<file path="src/rtl/swrst_pkg.sv">
package swrst_pkg;
    localparam int DATA_W  = 16;
    localparam int DEV_W   = 5;
    localparam int REG_W   = 5;
    localparam int FIELD_W = 2;     // port-state field, bits 1:0
    localparam int RST_BIT = 15;    // self-clearing soft-reset bit

    localparam logic [REG_W-1:0]   CTRL_REG = 5'h04;
    localparam logic [FIELD_W-1:0] PST_OFF  = 2'd0;
    localparam logic [FIELD_W-1:0] PST_FWD  = 2'd3;

    typedef enum logic [2:0] {
        ST_IDLE,
        ST_PORT_RD,
        ST_PORT_WR,
        ST_DRAIN,
        ST_GLB_RD,
        ST_GLB_WR,
        ST_POLL,
        ST_GAP
    } seq_st_e;
endpackage

</file>
<file path="src/rtl/swrst_ms_timer.sv">
module swrst_ms_timer #(
    parameter int CYC_PER_MS = 125000,
    parameter int MAX_MS     = 2,
    parameter int MS_W       = $clog2(MAX_MS + 1)
) (
    input  logic            clk_i,
    input  logic            rst_ni,
    input  logic            load_i,
    input  logic [MS_W-1:0] ms_i,
    output logic            fin_o
);
    localparam int CW = $clog2(CYC_PER_MS + 1);

    typedef struct packed {
        logic            run;
        logic [CW-1:0]   cyc;
        logic [MS_W-1:0] ms;
    } tmr_t;

    tmr_t tmr_d, tmr_q;

    // Fires in the last cycle of the loaded window.
    assign fin_o = tmr_q.run && (tmr_q.cyc == '0) && (tmr_q.ms == '0);

    always_comb begin
        tmr_d = tmr_q;
        if (load_i) begin
            tmr_d.run = 1'b1;
            tmr_d.cyc = CW'(CYC_PER_MS - 1);
            tmr_d.ms  = ms_i - MS_W'(1);
        end else if (tmr_q.run) begin
            if (tmr_q.cyc != '0) begin
                tmr_d.cyc = tmr_q.cyc - CW'(1);
            end else if (tmr_q.ms != '0) begin
                tmr_d.ms  = tmr_q.ms - MS_W'(1);
                tmr_d.cyc = CW'(CYC_PER_MS - 1);
            end else begin
                tmr_d.run = 1'b0;
            end
        end
    end

    always_ff @(posedge clk_i or negedge rst_ni) begin
        if (!rst_ni) tmr_q <= '0;
        else         tmr_q <= tmr_d;
    end
endmodule

</file>
<file path="src/rtl/swrst_rmw_merge.sv">
module swrst_rmw_merge import swrst_pkg::*; (
    input  logic [DATA_W-1:0]  rdata_i,
    input  logic               set_rst_i,
    input  logic [FIELD_W-1:0] field_i,
    output logic [DATA_W-1:0]  wdata_o
);
    // Port mode replaces the low field; global mode sets the reset bit.
    for (genvar b = 0; b < DATA_W; b++) begin : g_bit
        if (b < FIELD_W) begin : g_field
            assign wdata_o[b] = set_rst_i ? rdata_i[b] : field_i[b];
        end else if (b == RST_BIT) begin : g_rst
            assign wdata_o[b] = set_rst_i | rdata_i[b];
        end else begin : g_keep
            assign wdata_o[b] = rdata_i[b];
        end
    end
endmodule

</file>
<file path="src/rtl/swrst_port_seq.sv">
module swrst_port_seq import swrst_pkg::*; #(
    parameter int               NUM_PORTS  = 7,
    parameter int               PORT_W     = $clog2(NUM_PORTS),
    parameter logic [DEV_W-1:0] PORT_BASE  = 5'h10,
    parameter logic [DEV_W-1:0] GLOBAL_DEV = 5'h1B,
    parameter int               CYC_PER_MS = 125000,
    parameter int               DRAIN_MS   = 2,
    parameter int               POLL_TRIES = 1000
) (
    input  logic              clk_i,
    input  logic              rst_ni,
    input  logic              start_i,
    input  logic              pcmd_valid_i,
    input  logic [PORT_W-1:0] pcmd_port_i,
    input  logic              pcmd_enable_i,
    output logic              req_valid_o,
    output logic              req_write_o,
    output logic [DEV_W-1:0]  req_dev_o,
    output logic [REG_W-1:0]  req_reg_o,
    output logic [DATA_W-1:0] req_wdata_o,
    input  logic              rsp_valid_i,
    input  logic              rsp_err_i,
    input  logic [DATA_W-1:0] rsp_rdata_i,
    output logic              busy_o,
    output logic              done_o,
    output logic              err_o,
    output logic              tmo_o
);
    localparam int TRY_W  = $clog2(POLL_TRIES + 1);
    localparam int MAX_MS = (DRAIN_MS > 1) ? DRAIN_MS : 1;
    localparam int MS_W   = $clog2(MAX_MS + 1);

    typedef struct packed {
        seq_st_e             st;
        logic [PORT_W-1:0]   idx;
        logic                rst_mode;
        logic [FIELD_W-1:0]  fval;
        logic [DATA_W-1:0]   rd;
        logic [TRY_W-1:0]    tries;
        logic                done;
        logic                err;
        logic                tmo;
    } seq_t;

    seq_t              seq_d, seq_q;
    logic              tmr_load;
    logic [MS_W-1:0]   tmr_ms;
    logic              tmr_fin;
    logic              in_req;
    logic              got_rsp;
    logic [DATA_W-1:0] merged;

    swrst_ms_timer #(
        .CYC_PER_MS (CYC_PER_MS),
        .MAX_MS     (MAX_MS),
        .MS_W       (MS_W)
    ) i_timer (
        .clk_i  (clk_i),
        .rst_ni (rst_ni),
        .load_i (tmr_load),
        .ms_i   (tmr_ms),
        .fin_o  (tmr_fin)
    );

    swrst_rmw_merge i_merge (
        .rdata_i   (seq_q.rd),
        .set_rst_i (seq_q.st == ST_GLB_WR),
        .field_i   (seq_q.fval),
        .wdata_o   (merged)
    );

    assign in_req = (seq_q.st == ST_PORT_RD) || (seq_q.st == ST_PORT_WR) ||
                    (seq_q.st == ST_GLB_RD)  || (seq_q.st == ST_GLB_WR)  ||
                    (seq_q.st == ST_POLL);
    assign got_rsp = in_req && rsp_valid_i;

    always_comb begin
        seq_d      = seq_q;
        seq_d.done = 1'b0;
        tmr_load   = 1'b0;
        tmr_ms     = MS_W'(1);

        if (got_rsp && rsp_err_i) begin
            // any failed access ends the operation
            seq_d.st   = ST_IDLE;
            seq_d.err  = 1'b1;
            seq_d.done = 1'b1;
        end else begin
            unique case (seq_q.st)
                ST_IDLE: begin
                    if (start_i) begin
                        seq_d.st       = ST_PORT_RD;
                        seq_d.idx      = '0;
                        seq_d.rst_mode = 1'b1;
                        seq_d.fval     = PST_OFF;
                        seq_d.err      = 1'b0;
                        seq_d.tmo      = 1'b0;
                    end else if (pcmd_valid_i) begin
                        seq_d.err = 1'b0;
                        seq_d.tmo = 1'b0;
                        if (int'(pcmd_port_i) < NUM_PORTS) begin
                            seq_d.st       = ST_PORT_RD;
                            seq_d.idx      = pcmd_port_i;
                            seq_d.rst_mode = 1'b0;
                            seq_d.fval     = pcmd_enable_i ? PST_FWD : PST_OFF;
                        end else begin
                            seq_d.err  = 1'b1;
                            seq_d.done = 1'b1;
                        end
                    end
                end
                ST_PORT_RD: begin
                    if (got_rsp) begin
                        seq_d.rd = rsp_rdata_i;
                        seq_d.st = ST_PORT_WR;
                    end
                end
                ST_PORT_WR: begin
                    if (got_rsp) begin
                        if (!seq_q.rst_mode) begin
                            seq_d.st   = ST_IDLE;
                            seq_d.done = 1'b1;
                        end else if (seq_q.idx == PORT_W'(NUM_PORTS - 1)) begin
                            seq_d.st = ST_DRAIN;
                            tmr_load = 1'b1;
                            tmr_ms   = MS_W'(DRAIN_MS);
                        end else begin
                            seq_d.idx = seq_q.idx + PORT_W'(1);
                            seq_d.st  = ST_PORT_RD;
                        end
                    end
                end
                ST_DRAIN: begin
                    if (tmr_fin) seq_d.st = ST_GLB_RD;
                end
                ST_GLB_RD: begin
                    if (got_rsp) begin
                        seq_d.rd = rsp_rdata_i;
                        seq_d.st = ST_GLB_WR;
                    end
                end
                ST_GLB_WR: begin
                    if (got_rsp) begin
                        seq_d.tries = '0;
                        seq_d.st    = ST_POLL;
                    end
                end
                ST_POLL: begin
                    if (got_rsp) begin
                        if (!rsp_rdata_i[RST_BIT]) begin
                            seq_d.st   = ST_IDLE;
                            seq_d.done = 1'b1;
                        end else if (seq_q.tries == TRY_W'(POLL_TRIES - 1)) begin
                            seq_d.st   = ST_IDLE;
                            seq_d.done = 1'b1;
                            seq_d.err  = 1'b1;
                            seq_d.tmo  = 1'b1;
                        end else begin
                            seq_d.tries = seq_q.tries + TRY_W'(1);
                            seq_d.st    = ST_GAP;
                            tmr_load    = 1'b1;
                        end
                    end
                end
                ST_GAP: begin
                    if (tmr_fin) seq_d.st = ST_POLL;
                end
                default: seq_d.st = ST_IDLE;
            endcase
        end
    end

    always_ff @(posedge clk_i or negedge rst_ni) begin
        if (!rst_ni) seq_q <= '{st: ST_IDLE, default: '0};
        else         seq_q <= seq_d;
    end

    assign req_valid_o = in_req;
    assign req_write_o = (seq_q.st == ST_PORT_WR) || (seq_q.st == ST_GLB_WR);
    assign req_dev_o   = ((seq_q.st == ST_PORT_RD) || (seq_q.st == ST_PORT_WR))
                         ? PORT_BASE + DEV_W'(seq_q.idx) : GLOBAL_DEV;
    assign req_reg_o   = CTRL_REG;
    assign req_wdata_o = merged;
    assign busy_o      = (seq_q.st != ST_IDLE);
    assign done_o      = seq_q.done;
    assign err_o       = seq_q.err;
    assign tmo_o       = seq_q.tmo;
endmodule

</file>
<file path="config.mk">
export PLATFORM = sky130hd
export DESIGN_NAME = swrst_port_seq
export DESIGN_NICKNAME = d
export VERILOG_FILES = /design/src/rtl/swrst_pkg.sv /design/src/rtl/swrst_ms_timer.sv /design/src/rtl/swrst_rmw_merge.sv /design/src/rtl/swrst_port_seq.sv
export SDC_FILE = /design/constraint.sdc
export NUM_CORES = 1
export LEC_CHECK = 0
export BUFFER_PORTS_ARGS = -buffer_cell sky130_fd_sc_hd__buf_2
export CORE_MARGIN = 3
export CORE_UTILIZATION = 37
export CTS_CLUSTER_DIAMETER = 200
export CTS_CLUSTER_SIZE = 16
export DETAILED_ROUTE_END_ITERATION = 6
export HOLD_SLACK_MARGIN = 0.02
export PLACE_DENSITY = 0.56
export SYNTH_ARGS = -nofsm -noshare
export SYNTH_HDL_FRONTEND = slang
export SYNTH_SLANG_ARGS = --single-unit
</file>
<file path="constraint.sdc">
create_clock -name clk_i -period 5.5 [get_ports clk_i]
set_input_delay 0.55 -clock clk_i [delete_from_list [all_inputs] [get_ports clk_i]]
set_output_delay 0.55 -clock clk_i [all_outputs]
set_load 0.1 [all_outputs]
</file>
==> key figures, run 1 <==
Timing
  • Setup ws final: 2.64 ns
  • Rel. slew slack: between 40 and 50%
  • Final Max Slew Viols: 0
  • Fin crit share: a little over half
  • Final setup viols: 0
  • TNS Setup: 0 ns
  • Final Hold Viols: 0
  • Layout Skew: approximately 0.011 ns
  • Peak Freq: 349 MHz
  • Worst-Margin Slew: just over 0.8 ns
  • Period minus WS final: roughly 2.9 ns
  • Unrepaired setup endpoints after global routing: no

Worst setup path
  • Worst Path Arrival: between 2 and 2.5 ns
  • Setup crit end kind: output pin
  • Reg-to-Reg End: seq_q[7]
  • Crit path kind: reg -> out
  • Reg2Reg Depth: 4
  • Worst r2r src: seq_q[35]
  • Worst EP required: ~5.0 ns
  • Reg2reg setup slack: 3.25 ns
  • Worst setup SP type: flop
  • Critical Path Fanout Max: 19

Clock tree
  • CTS resizes: 0
  • Post-CTS Setup Repair Bufs: 0
  • Sink Count: between 50 and 60
  • CTS tree: built
  • Clock buffer count from CTS: 9
  • Clock edge transition at the registers on the reported setup and hold paths: ~0.070 ns
  • Worst-Skew Late Latency: about 0.34 ns
  • CTS H-tree lvls: 3
  • Clock buffer depth: 2
  • CTS Hold Bufs: 0
  • CTS root buffer: clkbuf_8

Synth
  • Synth Register Bits: 57
  • Top FF cell, synth: dfrtp_1
  • Synth async-reset ratio: 100%
  • Library cells used by synthesis: 56
  • Register area share after synthesis: between 40% and 50%
  • Synth Area in Compound Gates: 18.9%
  • Mapped Cells: ~360
  • Mean Syn Cell Area: 9.39 um2
  • Post-synthesis simple-gate area fraction: between 20% and 30%
  • Post-Synth Adder-Cell Area: approximately 2.2%
  • Cell Area, Synth: ~3400 um2
  • XOR/XNOR Fraction of Synth Area: less than 1%
  • Largest family of logic cells by synthesized area: simple AND/OR/NAND/NOR gates
  • Post-synth EDFFs: 0
  • Ys Warns: 0
  • Multiplexer share of the synthesized area: 7.28%

Floorplan
  • Starting Density: between 30 and 40%
  • # rows: 34
  • Die extent in x: 101 um
  • Boundary pin count: between 50 and 60
  • Core Region: slightly below 9000 um2
  • Full die area: 10300 um2
  • Chip Height: between 100 and 150 um

Run
  • Max-cap violations: 0

Finish
  • Syn-to-layout area delta: 12.1%
  • FF/Latch Area: 1430 um2
  • Final Cell Area: between 3000 and 4000 um2
  • Most frequent cells in the layout: dfrtp_1, buf_2, nand2_1
  • Area occupied by multi-input gates: ~1700 um2
  • Ant diodes: 0
  • Final #Nets: about 430
  • Layout fillers: 867
  • Ratio of cells with drive above 1 in the final layout: approximately a quarter
  • Commonest non-fill, non-tap cell in the layout: dfrtp_1

Power and ir drop
  • VDD IR-drop max: ~290 uV
  • Pwr dens: 648 nW/um2
  • Leakage: 1.60 nW

Placement
  • Setup WS pre-CTS: approximately 3.1 ns
  • Port Buf Inserts: 51
  • Placed Area: between 3000 and 4000 um2
  • HPWL after DPL: ~5300 um
  • Placer congestion estimate: 0.838

Routing
  • DR iter-0 viols: about 150
  • Vias per Instance: 5.46
  • Final ANT Viol Nets: 0
  • Via count: about 2800
  • DRT Pass-1 Iters: 4
  • Final WL: ~7300 um
  • Drc violations: 0
  • Wire per inst: roughly 14 um

GRT
  • Pin count of the biggest net entering global routing: 58
  • Global-route wire length before repair: 11900 um
  • GRT Resource Usage Total: approximately 14%
  • Vias in the first global route: between 2000 and 2500
  • Initial antenna violation count: 0
  • Gr ovfl total: 0

Hold path
  • Hold/Removal Path Class: in -> async

Run status
  • Outcome: finished, final reports clean
==> cells in the mapped netlist, types with 4 or more instances <==
cell | n | share of area [%]
nor3_1 | 7 | 1.0
o31ai_1 | 7 | 1.6
o21ai_0 | 29 | 4.3
o41ai_1 | 4 | 1.0
nand4_1 | 4 | 0.74
buf_4 | 20 | 4.5
nand3_1 | 18 | 2.7
ha_1 | 6 | 2.2
a21oi_1 | 19 | 2.8
and2_1 | 5 | 0.93
nand2b_1 | 7 | 1.3
nor2_1 | 21 | 2.3
inv_1 | 16 | 1.8
nand2_1 | 32 | 3.6
nor2b_1 | 5 | 0.93
a31oi_1 | 11 | 2.0
dfrtp_1 | 57 | 42
clkbuf_1 | 8 | 0.89
or3_1 | 4 | 0.74
mux2_2 | 20 | 6.7
==> final cells by class <==
class / count / area share, %
Clock buffer: 9 / 3.28
Clock inverter: 7 / 1.89
Inverter: 16 / 1.59
Multi-Input combinational cell: 258 / 44.9
Sequential cell: 57 / 37.8
Tap cell: 108 / 3.58
Timing Repair Buffer: 52 / 6.96
==> worst max path at each step <==
stage / endpoint / cells after the start / startpoint / slack [ns]
6_report: req_dev_o[2] / 4 / seq_q[36] / 2.64
5_1_grt: req_dev_o[2] / 4 / seq_q[36] / 2.49
4_1_cts: req_dev_o[2] / 4 / seq_q[36] / 2.66
3_5_place_dp: req_dev_o[2] / 4 / seq_q[36] / 3.05
3_3_place_gp: req_dev_o[2] / 4 / seq_q[36] / 3.12
2_1_floorplan: tmo_o / 6 / seq_q[35] / 2.58
==> where the power goes <==
part	internal, mW	switching, mW	leakage, nW	total, mW
Sequential	0.564	0.147	0.682	0.711
Clock	0.208	0.180	0.0912	0.388
Combinational	0.305	1.04	0.831	1.35
==> metrics by stage <==
| stage | util [%] | std cells | total power [mW] | hold WS, ns |
|---|---|---|---|---|
| floorplan | - | 363 | 1.93 | 0.254 |
| global placement | 40.9 | 491 | 2.06 | 0.478 |
| detailed placement | 40.9 | 491 | 2.07 | 0.479 |
| CTS | 43.1 | 507 | 2.46 | 0.381 |
| global route | 43.1 | 507 | 2.58 | 0.401 |
| finish | 43.1 | 507 | 2.45 | 0.327 |
==> worst max-delay path, cell delays in order (launching register included) <==
cell	delay, ns
dfrtp_1	0.69
nor2b_1	0.50
o21ba_2	0.26
and2_1	0.12
buf_2	0.41
==> sequential cells by signal (all words and copies together) (netlist names) <==
name / flops
seq_q: 34
i_timer.tmr_q: 20
done_o: 1
err_o: 1
tmo_o: 1
==> kinds of logic (layout without fill, tap and decap cells) <==
family                     count (synthesis)  count (layout)
AOI/OAI and AO/OA                         99              99
xor gates and xnor gates                   2               2
adders and majority gates                  6               6
buffers and inverters                     48              84
DFF                                       57              57
muxes                                     22              22
other                                      2               6
and+or+nand+nor                          123             123
==> routing by layer <==
layer	share of wire, %	vias to the layer above	track usage, %
met3	6.0	14	3.10
met4	1.9	0	6.34
met1	49	1318	20.4
met5	0	-	0
met2	43	85	21.1
li1	-	1352	-
(Power assumes the default switching activity.)
==> run 2: changes to the inputs <==
--- a/config.mk
+++ b/config.mk
@@ -5,6 +5,7 @@
 export SDC_FILE = /design/constraint.sdc
 export NUM_CORES = 1
 export LEC_CHECK = 0
+export ABC_AREA = 1
 export BUFFER_PORTS_ARGS = -buffer_cell sky130_fd_sc_hd__buf_2
 export CORE_MARGIN = 3
 export CORE_UTILIZATION = 37
@@ -12,7 +13,7 @@
 export CTS_CLUSTER_SIZE = 16
 export DETAILED_ROUTE_END_ITERATION = 6
 export HOLD_SLACK_MARGIN = 0.02
-export PLACE_DENSITY = 0.56
+export PLACE_DENSITY = 0.55
 export SYNTH_ARGS = -nofsm -noshare
 export SYNTH_HDL_FRONTEND = slang
 export SYNTH_SLANG_ARGS = --single-unit
==> constraint.sdc (replaced) <==
create_clock -name clk_i -period 3 [get_ports clk_i]
set_input_delay 0.3 -clock clk_i [delete_from_list [all_inputs] [get_ports clk_i]]
set_output_delay 0.3 -clock clk_i [all_outputs]
set_load 0.1 [all_outputs]
==> run 2 against run 1 <==
Cell count rose by 36%. Utilization shrank 0.88 points. Critical endpoint is now req_dev_o[1]. Sequential share of layout area decreased by 3.4 points. Critical path depth rose by 2. Synthesized area up 12%. Register-to-register slack lost 2.4 ns. Critical path type unchanged. Sequential cell count did not move. Routed wire length increased by 17%.
==> key figures, run 2 <==
Run status
  • Outcome: finished, final reports clean (unchanged)

Finish
  • FF/Latch Area: 1430 um2 (unchanged)
  • Fin util: 42.2% (was 43.1%)
  • Most frequent cells in the layout: nand2_1, dfrtp_1, buf_2 (was dfrtp_1, buf_2, nand2_1)
  • Area occupied by multi-input gates: 1910 um2 (was 1700 um2)
  • Layout fillers: 1078 (was 867)
  • Top Registers: seq_q: 34 flops, i_timer.tmr_q: 20 flops (unchanged)
  • Syn-to-layout area delta: 10.3% (was 12.1%)
  • Ant diodes: 0 (unchanged)
  • Largest register FFs: 34 (unchanged)
  • Ratio of cells with drive above 1 in the final layout: 19.0% (was 24.6%)
  • Final #Nets: 584 (was 426)
  • Largest Register: seq_q (unchanged)
  • Commonest non-fill, non-tap cell in the layout: nand2_1 (was dfrtp_1)

Floorplan
  • Chip Height: 107 um (was 101 um)
  • Core Region: 9820 um2 (was 8760 um2)
  • Full die area: 11400 um2 (was 10300 um2)
  • Die extent in x: 107 um (was 101 um)
  • # rows: 36 (was 34)
  • Starting Density: 38.3% (was 38.4%)
  • Boundary pin count: 58 (unchanged)

GRT
  • GRT Resource Usage Total: 16.4% (was 14.4%)
  • Met3 layer usage reported by global route: 4.46% (was 3.10%)
  • GR Layer Usage met1: 20.3% (was 20.4%)
  • GRT Max-Usage Layer: met2 (unchanged)
  • Initial antenna violation count: 0 (unchanged)
  • Gr ovfl total: 0 (unchanged)
  • Global-route wire length before repair: 15200 um (was 11900 um)
  • Pin count of the biggest net entering global routing: 58 (unchanged)
  • GR Layer Usage met2: 27.4% (was 21.1%)
  • Vias in the first global route: 3305 (was 2488)

Clock tree
  • Clock buffer count from CTS: 9 (unchanged)
  • Clock buffer depth: 2 (unchanged)
  • Post-CTS Setup Repair Bufs: 0 (unchanged)
  • CTS Hold Bufs: 0 (unchanged)
  • CTS tree: built (unchanged)
  • CTS resizes: 0 (unchanged)
  • Worst-Skew Late Latency: 0.34 ns (about the same)
  • CTS H-tree lvls: 3 (unchanged)
  • Clock edge transition at the registers on the reported setup and hold paths: 0.07 ns (about the same)
  • Sink Count: 57 (unchanged)
  • CTS root buffer: clkbuf_8 (unchanged)

Synth
  • Largest family of logic cells by synthesized area: simple AND/OR/NAND/NOR gates (unchanged)
  • Cell accounting for the most synthesized area: dfrtp_1 (unchanged)
  • Synth Register Bits: 57 (unchanged)
  • Multiplexer share of the synthesized area: 0% (was 7.28%)
  • Cell Area, Synth: 3760 um2 (was 3370 um2)
  • Top FF cell, synth: dfrtp_1 (unchanged)
  • Yosys top cell area share: 37.9% (was 42.3%)
  • Post-synthesis simple-gate area fraction: 36.0% (was 20.8%)
  • Post-synth EDFFs: 0 (unchanged)
  • Ys Warns: 0 (unchanged)
  • Top post-synthesis cells by count: nand2_1, dfrtp_1, nand3_1 (was dfrtp_1, nand2_1, o21ai_0)
  • Synth async-reset ratio: 100% (unchanged)
  • Largest cells by area after synthesis: dfrtp_1, nand2_1, nand3_1 (was dfrtp_1, mux2_2, buf_4)
  • Library cells used by synthesis: 37 (was 56)
  • Register area share after synthesis: 37.9% (was 42.3%)
  • Most instantiated library cell after synthesis: nand2_1 (was dfrtp_1)
  • Mapped Cells: 518 (was 359)
  • Mean Syn Cell Area: 7.26 um2 (was 9.39 um2)
  • Post-Synth Adder-Cell Area: 2.00% (was 2.23%)
  • XOR/XNOR Fraction of Synth Area: 2.33% (was 0.520%)
  • Synth Area in Compound Gates: 9.89% (was 18.9%)

Routing
  • DR iter-0 viols: 183 (was 154)
  • Vias per Instance: 4.84 (was 5.46)
  • Final WL: 8600 um (was 7320 um)
  • Wire per inst: 12.5 um (was 14.4 um)
  • Via count: 3342 (was 2769)
  • DRT Pass-1 Iters: 4 (unchanged)
  • Drc violations: 0 (unchanged)
  • Final ANT Viol Nets: 0 (unchanged)

Timing
  • Peak Freq: 462 MHz
  • Unrepaired setup endpoints after global routing: no (unchanged)
  • Worst hold slack: 0.108 ns (was 0.327 ns)
  • Layout Skew: 0.00720 ns (was 0.0112 ns)
  • Fin crit share: ~72%
  • Worst-Margin Slew: 0.747 ns (was 0.820 ns)
  • Final Hold Viols: 0 (unchanged)
  • Final setup viols: 0 (unchanged)
  • Final Max Slew Viols: 0 (unchanged)
  • Rel. slew slack: 50.2% (was 45.3%)
  • Period minus WS final: 2.17 ns

Worst setup path
  • Reg2Reg Depth: 6 (was 4)
  • Worst r2r src: seq_q[37] (was seq_q[35])
  • Reg-to-Reg End: seq_q[4] (was seq_q[7])
  • Worst Path Arrival: 1.87 ns (was 2.31 ns)
  • Reg2reg setup slack: 0.88 ns (was 3.25 ns)
  • Crit path kind: reg -> out (unchanged)
  • Setup crit end kind: output pin (unchanged)
  • Worst setup SP type: flop (unchanged)
  • Worst EP required: 2.70 ns (was 4.95 ns)
  • Critical Path Fanout Max: 10 (was 19)

Power and ir drop
  • VDD IR-drop max: 703 uV (was 294 uV)
  • Leakage: 2.11 nW (was 1.60 nW)
  • Pwr dens: 1130 nW/um2 (was 648 nW/um2)
  • Tot Pwr: 4.68 mW (was 2.45 mW)

Placement
  • Placer congestion estimate: 0.839 (was 0.838)
  • HPWL after DPL: 6150 um (was 5250 um)
  • Port Buf Inserts: 51 (unchanged)

Run
  • Max-cap violations: 0 (unchanged)

Hold path
  • Hold/Removal Path Class: in -> async (unchanged)
run 2: worst max-delay path by stage:
stage / start / end / slack [ns] / depth (start not counted)
final: seq_q[35] / req_dev_o[1] / 0.83 / 6
after global routing: seq_q[37] / seq_q[7] / 0.58 / 7
after CTS: seq_q[35] / req_dev_o[1] / 0.85 / 6
after detailed placement: seq_q[37] / seq_q[6] / 0.90 / 6
after global placement: seq_q[35] / i_timer.tmr_q[13] / 0.96 / 8
after floorplan: seq_q[36] / req_wdata_o[0] / -0.09 / 3
run 2: final cells by class:
cell class | instances | area share [%]
clock inverters | 7 | 1.90
inverters | 47 | 4.25
flip-flops and latches | 57 | 34.4
multi-input cells | 385 | 46.1
well taps | 133 | 4.01
clock buffers | 9 | 2.99
repair buffers | 52 | 6.34
run 2: stage by stage:
stage	instance area [um2]	instances	worst slack (ns)	setup TNS [ns]
2_1_floorplan	3780	522	-0.0932	-0.186
3_3_place_gp	3940	674	0.958	0
3_5_place_dp	3940	674	0.895	0
4_1_cts	4150	690	0.846	0
5_1_grt	4150	690	0.582	0
6_report	4150	690	0.835	0
run 2: worst max-delay path: stages (launching register included):
cell,delay (ns)
dfrtp_1,0.53
inv_1,0.08
nand2_1,0.12
nand2_1,0.11
nand2_1,0.14
or2_2,0.13
buf_2,0.41
run 2: power breakdown:
part           switching, mW  leakage, nW  internal, mW  total [mW]
registers              0.233        0.705          1.02        1.25
clock network          0.354       0.0925         0.390       0.744
logic                   2.16         1.31         0.522        2.69
total                   2.75         2.11          1.93        4.68
run 2: layer usage:
metal / up-vias / wire length [um]
met5: - / 0
met4: 0 / 148
met3: 12 / 401
met2: 81 / 4120
met1: 1549 / 3930
li1: 1700 / -
run 2: cell families (layout without fill, tap and decap cells):
group	after synthesis	after routing
flops	57	57
xor+xnor	10	10
compound gates	65	65
fa+ha+maj	6	6
simple gates	298	298
buf+inv	80	115
other cells	2	6
==> run 3: changes to the inputs <==
==> constraint.sdc (replaced) <==
create_clock -name clk_i -period 2 [get_ports clk_i]
set_input_delay 0.2 -clock clk_i [delete_from_list [all_inputs] [get_ports clk_i]]
set_output_delay 0.2 -clock clk_i [all_outputs]
set_load 0.1 [all_outputs]
==> run 3 against run 2 <==
Global-route usage grew 0.20 points. Largest cell class unchanged. Highest routed layer unchanged. Critical path type unchanged. Non-clock buffer count grew 12. First-iteration DRC count shrank 9.8%. Design area grew 2.5%.
==> key figures, run 3 (same netlist as run 2, synthesis figures left out) <==
Run status
  • Outcome: finished, final reports clean (unchanged)

Timing
  • Final Hold Viols: 0 (unchanged)
  • Final setup viols: 0 (unchanged)
  • Final Max Slew Viols: 0 (unchanged)
  • Fin crit share: 94.4%
  • Layout Skew: 0.00737 ns (was 0.00720 ns)
  • Period minus WS final: between 1.5 and 2 ns
  • Unrepaired setup endpoints after global routing: no (unchanged)
  • Worst hold slack: 0.0563 ns (was 0.108 ns)
  • Peak Freq: roughly 530 MHz
  • TNS Setup: 0 ns (unchanged)

Routing
  • Via count: 3335 (was 3342)
  • DRT Pass-1 Iters: 4 (unchanged)
  • Wire per inst: 12.7 um (was 12.5 um)
  • DR iter-0 viols: 165 (was 183)
  • Vias per Instance: 4.75 (was 4.84)
  • Final ANT Viol Nets: 0 (unchanged)
  • Drc violations: 0 (unchanged)
  • Final WL: 8920 um (was 8600 um)

Clock tree
  • Worst-Skew Late Latency: 0.34 ns (about the same)
  • Clock buffer depth: 2 (unchanged)
  • CTS root buffer: clkbuf_8 (unchanged)
  • CTS H-tree lvls: 3 (unchanged)
  • Clock edge transition at the registers on the reported setup and hold paths: 0.07 ns (about the same)
  • Clock buffer count from CTS: 9 (unchanged)
  • Sink Count: 57 (unchanged)
  • CTS tree: built (unchanged)

Finish
  • Syn-to-layout area delta: 13.1% (was 10.3%)
  • Commonest non-fill, non-tap cell in the layout: nand2_1 (unchanged)
  • Final Cell Area: 4250 um2 (was 4150 um2)
  • Ant diodes: 0 (unchanged)
  • Largest Register: seq_q (unchanged)
  • Largest register FFs: 34 (unchanged)
  • Final #Nets: 596 (was 584)
  • Top Registers: seq_q: 34 flops, i_timer.tmr_q: 20 flops (unchanged)
  • Layout fillers: 1076 (was 1078)
  • Most frequent cells in the layout: nand2_1, dfrtp_1, nand3_1 (was nand2_1, dfrtp_1, buf_2)
  • Ratio of cells with drive above 1 in the final layout: 21.3% (was 19.0%)
  • Final cell count without fillers: 702 (was 690)

Run
  • Max-cap violations: 0 (unchanged)

GRT
  • Global-route wire length before repair: 15200 um (about the same)
  • Vias in the first global route: 3222 (was 3305)
  • Pin count of the biggest net entering global routing: 58 (unchanged)
  • GRT Resource Usage Total: 16.6% (was 16.4%)
  • Gr ovfl total: 0 (unchanged)
  • Initial antenna violation count: 0 (unchanged)

Floorplan
  • Core Region: 9820 um2 (unchanged)
  • Die extent in x: 107 um (unchanged)
  • Full die area: 11400 um2 (unchanged)
  • Boundary pin count: 58 (unchanged)
  • # rows: 36 (unchanged)
  • Starting Density: 38.3% (unchanged)
  • Chip Height: 107 um (unchanged)

Power and ir drop
  • Pwr dens: 1650 nW/um2 (was 1130 nW/um2)
  • Int Pwr: 2.87 mW (was 1.93 mW)
  • Switching fraction of total power: 59.2% (was 58.7%)
  • Sw power: 4.16 mW (was 2.75 mW)
  • VDD IR-drop max: 1240 uV (was 703 uV)
  • Gate power share: 59.6% (was 57.3%)
  • Sequential Power Share: 26.6% (was 26.8%)
  • Leakage: 2.16 nW (was 2.11 nW)
  • Clock power frac: 13.8% (was 15.9%)

Placement
  • Placer congestion estimate: 0.874 (was 0.839)
  • HPWL after DPL: 6430 um (was 6150 um)
  • Placed Area: 4050 um2 (was 3940 um2)
  • Port Buf Inserts: 51 (unchanged)
  • DP Cell Count: 684 (was 674)

Worst setup path
  • Worst EP required: 1.80 ns (was 2.70 ns)
  • Setup crit end kind: output pin (unchanged)
  • Worst Path Arrival: 1.69 ns (was 1.87 ns)
  • Crit path kind: reg -> out (unchanged)
  • Critical Path Fanout Max: 9 (was 10)
  • Worst setup SP type: flop (unchanged)
  • Reg2Reg Depth: 9 (was 6)

Hold path
  • Hold/Removal Path Class: in -> reg (was in -> async)
  • Worst Hold Depth: 3
==> run 3: area by class of cell <==
cell class | instances | area (um2) | area share (%)
Multi-Input combinational cell | 385 | 1930 | 45.4
Sequential cell | 57 | 1430 | 33.6
Timing Repair Buffer | 64 | 379 | 8.92
Inverter | 47 | 176 | 4.15
Tap cell | 133 | 166 | 3.91
Clock buffer | 9 | 124 | 2.91
Clock inverter | 7 | 46.3 | 1.09
==> run 3: what timing repair did <==
action                     in CTS  in global routing
setup buffers                   0                  1
hold endpoints to repair       57                  0
setup endpoints to repair       3                  8
hold buffers                    1                  0
gates resized for setup         3                  4
==> run 3: metrics by stage <==
step                worst slack (ns)  total power, mW  util [%]
detailed placement             0.207             6.04      41.2
CTS                           0.0176             7.06      43.1
global route                  0.0219             7.50      43.3
global placement               0.242             6.02      41.2
finish                         0.112             7.03      43.3
floorplan                     -0.246             5.54         -
==> run 3: power by group through the flow <==
stage                     clock network [mW]  logic (mW)  registers (mW)
after floorplan                            0        3.57            1.97
after global placement                     0        4.14            1.88
after detailed placement                   0        4.16            1.88
after CTS                               1.00        4.19            1.87
after global routing                    1.07        4.51            1.92
final                                  0.970        4.19            1.87
==> run 3: path summary, 6_finish.rpt <==
path | from | to | slack [ns]
setup reg to reg | seq_q[35] | seq_q[4] | 0.25
max in group asynchronous | rst_ni | seq_q[7] | 1.31
hold / removal | rsp_rdata_i[2] | seq_q[15] | 0.06
min in group asynchronous | rst_ni | err_o | 0.41
hold reg to reg | seq_q[23] | seq_q[23] | 0.50
setup / recovery | seq_q[35] | req_dev_o[2] | 0.11
==> run 3: layer usage <==
metal / vias up / GRT usage, % / routed length (um)
li1: 1719 / - / -
met1: 1541 / 21.4 / 4280
met2: 67 / 27.5 / 4170
met3: 8 / 4.27 / 380
met4: 0 / 4.84 / 91
met5: - / 0 / 0
==> run 3: critical path, cell delays in order, from the launching register on <==
cell,delay (ns)
dfrtp_2,0.47
inv_1,0.07
nand2_1,0.09
nand2_1,0.14
nand2_2,0.09
nor2_4,0.07
buf_2,0.42
